==> src/rtl/lpinj_pkg.sv <==
package lpinj_pkg;
    localparam int ADDR_W = 32;
    localparam int DATA_W = 32;
    localparam int CFG_W  = 8;

    localparam logic [15:0] PREFIX_OP = 16'hB000;
    localparam logic [15:0] BRANCH_OP = 16'hB808;
    localparam logic [7:0]  CFG_TAG   = 8'hC5;

    typedef enum logic [1:0] {
        RSP_MEM    = 2'd0,
        RSP_PREFIX = 2'd1,
        RSP_BRANCH = 2'd2
    } rsp_sel_e;

    typedef struct packed {
        logic              valid;
        logic [ADDR_W-1:0] start;
        logic [ADDR_W-1:0] target;
        logic [CFG_W-1:0]  cfg;
    } loop_ent_t;

    typedef struct packed {
        logic              hit;
        logic [ADDR_W-1:0] target;
        logic [CFG_W-1:0]  cfg;
    } hit_t;

    function automatic logic [DATA_W-1:0] prefix_word(input logic [ADDR_W-1:0] t);
        return {PREFIX_OP, t[31:16]};
    endfunction

    function automatic logic [DATA_W-1:0] branch_word(input logic [ADDR_W-1:0] t);
        return {BRANCH_OP, t[15:0]};
    endfunction

    function automatic logic [DATA_W-1:0] cfg_word(input logic [CFG_W-1:0] c,
                                                   input logic [15:0] j);
        return {CFG_TAG, c, j};
    endfunction
endpackage

==> src/rtl/lpinj_match.sv <==
module lpinj_match
    import lpinj_pkg::*;
#(
    parameter int ENTRIES = 8,
    localparam int IDX_W  = (ENTRIES > 1) ? $clog2(ENTRIES) : 1
) (
    input  logic              clk,
    input  logic              rst,
    input  logic              wr_en,
    input  logic [IDX_W-1:0]  wr_idx,
    input  loop_ent_t         wr_ent,
    input  logic [ADDR_W-1:0] addr,
    output hit_t              result
);
    loop_ent_t          table_q [ENTRIES];
    logic [ENTRIES-1:0] match;
    logic [ENTRIES-1:0] grant;

    always_ff @(posedge clk) begin
        if (rst) begin
            for (int i = 0; i < ENTRIES; i++) table_q[i] <= '0;
        end else if (wr_en) begin
            table_q[wr_idx] <= wr_ent;
        end
    end

    for (genvar g = 0; g < ENTRIES; g++) begin : g_cmp
        assign match[g] = table_q[g].valid && (table_q[g].start == addr);
        if (g == 0) begin : g_first
            assign grant[g] = match[g];
        end else begin : g_rest
            assign grant[g] = match[g] && !(|match[g-1:0]);
        end
    end

    always_comb begin
        result = '0;
        for (int i = 0; i < ENTRIES; i++) begin
            if (grant[i]) begin
                result.hit    = 1'b1;
                result.target = result.target | table_q[i].target;
                result.cfg    = result.cfg | table_q[i].cfg;
            end
        end
    end

    // at most one entry is ever selected
    a_r5_single_grant: assert property (@(posedge clk) disable iff (rst)
        $onehot0(grant));
endmodule

==> src/rtl/lpinj_fetch.sv <==
module lpinj_fetch
    import lpinj_pkg::*;
(
    input  logic              clk,
    input  logic              rst,
    input  logic              en,
    input  logic              req,
    input  hit_t              hit,
    input  logic [DATA_W-1:0] mem_rdata,
    output logic [DATA_W-1:0] rdata,
    output logic              trig
);
    rsp_sel_e          sel_q;
    logic              pend_q;
    logic [ADDR_W-1:0] tgt_q;

    assign trig = req && en && !pend_q && hit.hit;

    always_ff @(posedge clk) begin
        if (rst) begin
            sel_q  <= RSP_MEM;
            pend_q <= 1'b0;
            tgt_q  <= '0;
        end else if (!en) begin
            sel_q  <= RSP_MEM;
            pend_q <= 1'b0;
        end else if (req) begin
            if (pend_q) begin
                sel_q  <= RSP_BRANCH;
                pend_q <= 1'b0;
            end else if (hit.hit) begin
                sel_q  <= RSP_PREFIX;
                pend_q <= 1'b1;
                tgt_q  <= hit.target;
            end else begin
                sel_q  <= RSP_MEM;
            end
        end else begin
            sel_q <= RSP_MEM;
        end
    end

    always_comb begin
        unique case (sel_q)
            RSP_PREFIX: rdata = prefix_word(tgt_q);
            RSP_BRANCH: rdata = branch_word(tgt_q);
            default:    rdata = mem_rdata;
        endcase
    end

    // a hit returns a prefix word on the following cycle
    a_r3_prefix_after_hit: assert property (@(posedge clk) disable iff (rst)
        trig |=> rdata[31:16] == PREFIX_OP);
    // the request after a prefix gets the branch opcode
    a_r4_branch_follows: assert property (@(posedge clk) disable iff (rst)
        (sel_q == RSP_PREFIX) && req && en |=> rdata[31:16] == BRANCH_OP);
endmodule

==> src/rtl/lpinj_cfg_stream.sv <==
module lpinj_cfg_stream
    import lpinj_pkg::*;
#(
    parameter int CFG_WORDS = 4,
    localparam int IDX_W    = (CFG_WORDS > 1) ? $clog2(CFG_WORDS) : 1
) (
    input  logic              clk,
    input  logic              rst,
    input  logic              trig,
    input  logic [CFG_W-1:0]  trig_cfg,
    output logic [DATA_W-1:0] data,
    output logic              valid,
    output logic              last,
    input  logic              ready
);
    logic             busy_q;
    logic [IDX_W-1:0] idx_q;
    logic [CFG_W-1:0] cfg_q;
    logic             loaded_v_q;
    logic             start;

    assign start = trig && !busy_q && (!loaded_v_q || (cfg_q != trig_cfg));
    assign valid = busy_q;
    assign data  = cfg_word(cfg_q, 16'(idx_q));
    assign last  = busy_q && (idx_q == IDX_W'(CFG_WORDS - 1));

    always_ff @(posedge clk) begin
        if (rst) begin
            busy_q     <= 1'b0;
            idx_q      <= '0;
            cfg_q      <= '0;
            loaded_v_q <= 1'b0;
        end else if (start) begin
            busy_q     <= 1'b1;
            idx_q      <= '0;
            cfg_q      <= trig_cfg;
            loaded_v_q <= 1'b1;
        end else if (busy_q && ready) begin
            if (last) begin
                busy_q <= 1'b0;
                idx_q  <= '0;
            end else begin
                idx_q <= idx_q + 1'b1;
            end
        end
    end

    // a stalled word is held
    a_r8_hold_stalled: assert property (@(posedge clk) disable iff (rst)
        valid && !ready |=> valid && $stable(data));
    // a hit for the already loaded configuration leaves the link idle
    a_r9_no_restream: assert property (@(posedge clk) disable iff (rst)
        trig && !busy_q && loaded_v_q && (trig_cfg == cfg_q) |=> !valid);
    // an active stream keeps its configuration until it completes
    a_r10_keep_busy: assert property (@(posedge clk) disable iff (rst)
        busy_q && !(ready && last) |=> busy_q && $stable(cfg_q));
endmodule

==> src/rtl/loop_injector.sv <==
module loop_injector
    import lpinj_pkg::*;
#(
    parameter int ENTRIES   = 8,
    parameter int CFG_WORDS = 4,
    localparam int TIDX_W   = (ENTRIES > 1) ? $clog2(ENTRIES) : 1
) (
    input  logic               clk,
    input  logic               rst,
    input  logic               en,
    input  logic               if_req,
    input  logic [ADDR_W-1:0]  if_addr,
    input  logic [DATA_W-1:0]  mem_rdata,
    output logic [DATA_W-1:0]  cpu_rdata,
    input  logic               tbl_we,
    input  logic [TIDX_W-1:0]  tbl_idx,
    input  logic               tbl_valid,
    input  logic [ADDR_W-1:0]  tbl_start,
    input  logic [ADDR_W-1:0]  tbl_target,
    input  logic [CFG_W-1:0]   tbl_cfg,
    output logic [DATA_W-1:0]  cs_data,
    output logic               cs_valid,
    output logic               cs_last,
    input  logic               cs_ready
);
    loop_ent_t wr_ent;
    hit_t      hit;
    logic      trig;

    assign wr_ent = '{valid: tbl_valid, start: tbl_start,
                      target: tbl_target, cfg: tbl_cfg};

    lpinj_match #(.ENTRIES(ENTRIES)) u_match (
        .clk    (clk),
        .rst    (rst),
        .wr_en  (tbl_we),
        .wr_idx (tbl_idx),
        .wr_ent (wr_ent),
        .addr   (if_addr),
        .result (hit)
    );

    lpinj_fetch u_fetch (
        .clk       (clk),
        .rst       (rst),
        .en        (en),
        .req       (if_req),
        .hit       (hit),
        .mem_rdata (mem_rdata),
        .rdata     (cpu_rdata),
        .trig      (trig)
    );

    lpinj_cfg_stream #(.CFG_WORDS(CFG_WORDS)) u_stream (
        .clk      (clk),
        .rst      (rst),
        .trig     (trig),
        .trig_cfg (hit.cfg),
        .data     (cs_data),
        .valid    (cs_valid),
        .last     (cs_last),
        .ready    (cs_ready)
    );

    // with injection disabled the memory word reaches the processor
    a_r6_passthru: assert property (@(posedge clk) disable iff (rst)
        !en && if_req |=> cpu_rdata == mem_rdata);
    // no stream starts while disabled
    a_r6_no_start: assert property (@(posedge clk) disable iff (rst)
        !en && !cs_valid |=> !cs_valid);
endmodule

==> config.mk <==
export PLATFORM = sky130hd
export DESIGN_NAME = loop_injector
export DESIGN_NICKNAME = d
export VERILOG_FILES = /design/src/rtl/lpinj_pkg.sv /design/src/rtl/lpinj_match.sv /design/src/rtl/lpinj_fetch.sv /design/src/rtl/lpinj_cfg_stream.sv /design/src/rtl/loop_injector.sv
export SDC_FILE = /design/constraint.sdc
export NUM_CORES = 1
export LEC_CHECK = 0
export ABC_AREA = 1
export ABC_CLOCK_PERIOD_IN_PS = 5170
export BUFFER_PORTS_ARGS = -buffer_cell sky130_fd_sc_hd__buf_2
export CAP_MARGIN = 20
export CORE_MARGIN = 4
export CORE_UTILIZATION = 60
export DETAILED_ROUTE_END_ITERATION = 16
export PLACE_DENSITY = 0.9
export REMOVE_ABC_BUFFERS = 1
export SYNTH_ARGS = -nofsm -noshare
export SYNTH_HDL_FRONTEND = slang
export SYNTH_SLANG_ARGS = --single-unit
==> constraint.sdc <==
create_clock -name clk -period 5.17 [get_ports clk]
set_input_delay 0.2585 -clock clk [delete_from_list [all_inputs] [get_ports clk]]
set_output_delay 0.2585 -clock clk [all_outputs]
set_load 0.005 [all_outputs]
-- After elaboration in Yosys (flattened, before gate mapping)
Memory sizes are Yosys's and may differ from the RTL's.
Cells that the tools add are included.
- add/sub/neg operators: 1
- equal/unequal tests: 12
- multiplexer cells: 25
- bitwise operators: 17
- reductions and logical operators: 48
- operators by type and width (kind ; count):
    2-to-1 mux 41 bit ; 8
    == test 32 bit ; 8
    bitwise OR 32 bit ; 7
    2-to-1 mux 73 bit ; 1
    OR reduction 73 bit ; 1
    case mux 32 bit (2 select lines) ; 1
    bitwise OR 8 bit ; 7
    logical AND 1 bit ; 22
    2-to-1 mux 1 bit ; 12
    logical NOT 1 bit ; 10
    inequality test 8 bit ; 1
    OR reduction 4 bit ; 2
    OR reduction 7 bit ; 1
    OR reduction 2 bit ; 3
    OR reduction 3 bit ; 2
    OR reduction 6 bit ; 1
    OR reduction 5 bit ; 1
    == test 2 bit, second input constant ; 2
    2-to-1 mux 2 bit ; 2
    AND reduction 4 bit ; 1
    nonzero test 2 bit ; 2
    2-to-1 mux 3 bit ; 1
    NOT 1 bit ; 3
    adder 2 x 1 -> 2 bit, second input constant ; 1
    other kinds (3) ; 3
- bits in registers: 47
- bits in writable memories: 584
- input port bits: 146
- output and inout port bits: 66
- word-level logic and storage cells: 112
- memories kept: 1
- memory list (name ; depth ; width ; read ports ; clocked after memory_dff ; wr ports ; line ; source):
    u_match.table_q ; 8 ; 73 ; 8 ; 0 ; 8 ; lpinj_match.sv:15 ; loop_ent_t table_q [ENTRIES];

-- Longest topological paths before layout
An unclocked memory read counts as a cell.
- depth in word-level cells: 23
- gate-level depth with buffers: 27
- mapped depth without buffers: 25

-- Hierarchy
From an unflattened synthesis, not the netlist that was laid out.
- cells, all modules: 3289
- area, all modules: 30178.9 um2
- by module, submodules not included (module ; times used ; cells each ; area each (um2) ; seq. area each (um2)):
    lpinj_match ; 1 ; 2831 ; 27340.0 ; 17536.8
    lpinj_fetch ; 1 ; 328 ; 1971.9 ; 700.7
    lpinj_cfg_stream ; 1 ; 130 ; 867.1 ; 240.2

-- Worst setup path before layout
OpenSTA, ideal clock, no wires.
- kind: input -> register
- start: input rst
- end: memory u_match.table_q[3][0] (netlist bit) (enable)
- setup time: 753 ps
- arrival time: 2401 ps
- required time: 4417 ps
- setup slack: 2016 ps
- stages: 7
- buffers on the path: 2
- cell sequence: clkinv_1 > nand2_1 > nor2_1 > nand2_1 > clkbuf_1 > buf_1 > nand2_1
- RTL lines (element ; line ; source):
    start, declared ; loop_injector.sv:9 ; input logic rst,
    end, declared ; lpinj_match.sv:15 ;

==> flow_metrics.env <==
export IMPL_status="complete, no violations"
export IMPL_slowest_delay_ns=0.81
export IMPL_ys_warnings_count=0
export IMPL_syn_area_um2=29190
export IMPL_die_h_um=228.6
export IMPL_cts_inserted_buffers=60
export IMPL_dpl_hpwl_um=58640
export IMPL_io_buffers=189
export IMPL_ir_drop_mv=0.2616
export IMPL_layout_nets=3298
export IMPL_finalSetupViolations=0
export IMPL_synth_main_ff_cell="edfxtp_1"
export IMPL_fin_skew_ns=0.02691
export IMPL_dieWidth_um=228.6
export IMPL_io_pins=212
export IMPL_avgSynthCellArea_um2=9.690
export IMPL_startpoint_type="flip-flop"
export IMPL_maxCapViolCount=0
export IMPL_avgRoutedWirePerCell_um=24.91
export IMPL_slowest_stage="nor4_1"
export IMPL_clock_sinks=631
export IMPL_grt_overflow=0
export IMPL_crit_required_ns=5.76
export IMPL_yosys_area_share_xor_xnor_pct=2.221
export IMPL_yosys_area_share_adder_pct=0.1286
export IMPL_cts_max_path_buffers=3
export IMPL_start_util_pct=60.87
export IMPL_first_pass_iters=7
export IMPL_endpoint_kind="flip-flop"
export IMPL_power_density_nw_per_um2=358.1
export IMPL_timing_hold_violations_final=0
export IMPL_final_cells=3815
export IMPL_drt_total_wl_um=95030
export IMPL_syn2layout_area_growth_pct=12.18
export IMPL_ys_types=49
export IMPL_grt_max_degree=74
export IMPL_clock_root_buffer="clkbuf_16"
export IMPL_rows=80
export IMPL_yosys_area_top_type="edfxtp_1"
export IMPL_path_class="flip-flop to flip-flop"
export IMPL_post_cts_buffers=0
export IMPL_clkLatencyLatePin_ns=0.66
export IMPL_reg2reg_slack_ns=0.75
export IMPL_rsz0062_at_grt="no"
export IMPL_synth_area_top_cells="edfxtp_1 (60%), nor2_1 (9.2%), nand2_1 (7.8%), inv_1 (3.4%), nand3_1 (3.3%)"
export IMPL_tns_ns=0
export IMPL_cp_max_fo=28
export IMPL_viasPerCell=6.354
export IMPL_report_final_slew_viol_count=0
export IMPL_synth_edf_count=584
export IMPL_drtIter0Drc=4782
export IMPL_drc_errors=0
export IMPL_antenna_found_initial=3
export IMPL_cts_tree="done"
export IMPL_ys_seq_area_share_pct=63.31
export IMPL_hold_path_class="input pin to flip-flop"
export IMPL_crit_arrival_ns=5.01
export IMPL_synth_top_family_by_area="simple AND/OR/NAND/NOR gates"
export IMPL_cts_max_level=2
export IMPL_synth_top_area_share_pct=60.08
export IMPL_drive_above_1_share_pct=12.57
export IMPL_async_flop_share_pct=0
export IMPL_slew_headroom_pct=23.48
export IMPL_fin_area_um2=32740
export IMPL_die_area_um2=52240
export IMPL_fin_crit_sh_pct=85.49
export IMPL_synthMostInstantiatedCell="nor2_1"
export IMPL_synth_compound_area_share_pct=4.527
export IMPL_synthMuxAreaShare_pct=0.03430
export IMPL_power_mw=11.73
export IMPL_syn_inst=3012
export IMPL_synth_top_cells_by_count="nor2_1 (715), nand2_1 (606), edfxtp_1 (584)"
export IMPL_gp_congestion=1.066
export IMPL_yosys_register_bits=631
export IMPL_whs_ns=0.02955
export IMPL_placed_cells=3696
export IMPL_grt_pass1_vias=23060
export IMPL_yosys_area_share_simple_pct=23.03
export IMPL_crit_chain="xor2_1 > nor4_1 > nand3_1 > nor2_2 > nand4_4 > inv_2 > buf_4 > a21oi_2 > nand3_1 > nand2_1 > nand3_1 > nor2_2 > nand2_2 > nand2_1 > a21oi_1 > dlygate4sd3_1"
export IMPL_placed_cell_area_um2=30520
export IMPL_cpMostUsedCell="nand3_1"
export IMPL_grt_pass1_wl_um=140200
export IMPL_p_leak_nw=13.73
export IMPL_clk_pin_slew_ns=0.06
export IMPL_tightest_slew_ns=1.148
export IMPL_finalCriticalPeriod_ns=4.420
export IMPL_fp_coreArea_um2=47950
export IMPL_grt_usage_pct=35.26
export IMPL_fmax_mhz=226.3
export IMPL_ant_nets=0
export IMPL_vias=24240
## logic make-up (layout without fill, tap and decap cells)
logic type	after synthesis	in the layout
xor+xnor	74	74
buf+inv	468	635
compound gates	206	206
simple gates	1627	1627
mux	1	1
flops	631	631
fa+ha+maj	3	3
other cells	2	23
## report_power, final
group          total (mW)  switching [mW]  internal (mW)
registers            6.01           0.138           5.87
clock network        4.89            2.02           2.87
logic               0.827           0.624          0.203
total                11.7            2.78           8.94
## worst max-delay path, delay by kind of cell (launching register included)
kind,cells,cell delay (ns)
xor+xnor,1,0.15
compound gates,2,0.29
flops,1,0.38
simple gates,10,2.29
buf+inv,3,1.23
## per-stage QoR
| stage | worst slack (ns) | util [%] |
|---|---|---|
| final | 0.7502 | 68.29 |
| after global routing | 0.5076 | 68.29 |
| after CTS | 0.9167 | 68.29 |
| after detailed placement | 1.272 | 63.65 |
| after global placement | 1.359 | 63.65 |
| after floorplan | 0.1205 | - |
## layout by cell type, fill, tap and decap left out, drive strengths merged, types with 3 or more instances in the layout
cell           n
dfxtp         47
conb          22
o211ai        38
dlygate4sd3    6
ha             3
a21oi         48
nor4           9
nand3b         6
inv          296
nand3        200
clkinv        21
nor2         730
o21ai         55
bufinv        14
buf          220
nor3          14
or2           11
nand2        610
xnor2         42
clkbuf        71
clkinvlp       7
nand4         45
a221oi        32
xor2          32
edfxtp       584
o2111ai        5
o22ai         19
## final timing paths
check	cells past startpoint	startpoint	endpoint
max	16	u_match.table_q[5][42]$_SDFFCE_PN0P_	u_stream.valid$_SDFFE_PP0P_
min	3	tbl_target[19]	u_match.table_q[5][27]$_SDFFCE_PN0P_
max reg2reg	16	u_match.table_q[5][42]$_SDFFCE_PN0P_	u_stream.valid$_SDFFE_PP0P_
min reg2reg	1	u_stream.loaded_v_q$_SDFFE_PP0P_	u_stream.loaded_v_q$_SDFFE_PP0P_
## layout make-up
| class | count | area [um2] |
|---|---|---|
| inverters | 297 | 1115 |
| flip-flops and latches | 631 | 18480 |
| diodes | 1 | 2.502 |
| clock buffers | 71 | 1564 |
| multi-input cells | 1933 | 8950 |
| fillers | 3224 | 15200 |
| well taps | 615 | 769.5 |
| clock inverters | 41 | 600.6 |
| repair buffers | 226 | 1264 |
## registers in the layout, summed over array words and instances (netlist names)
| name | cells |
|---|---|
| u_stream.idx_q | 2 |
| u_match.table_q | 584 |
| u_fetch.sel_q | 2 |
| u_stream.valid | 1 |
| u_fetch.pend_q | 1 |
| u_stream.cfg_q | 8 |
| u_fetch.tgt_q | 32 |
| u_stream.loaded_v_q | 1 |
## layer usage
metal / vias to the layer above / part of all wire (%) / wire (um) / track usage [%]
li1: 10180 / - / - / -
met1: 11170 / 33 / 31550 / 46.63
met2: 2471 / 45 / 42440 / 54.37
met3: 420 / 17 / 15770 / 10.79
met4: 0 / 5.5 / 5268 / 15.54
met5: - / 0 / 0 / 0
## repair_timing
item | 4_1_cts | 5_1_grt
hold endpoints to repair | 4 | 0
hold buffers | 6 | 0
endpoints found under the setup margin | 0 | 0
gates resized for setup | 0 | 0
Power figures use the tool's default switching activity.
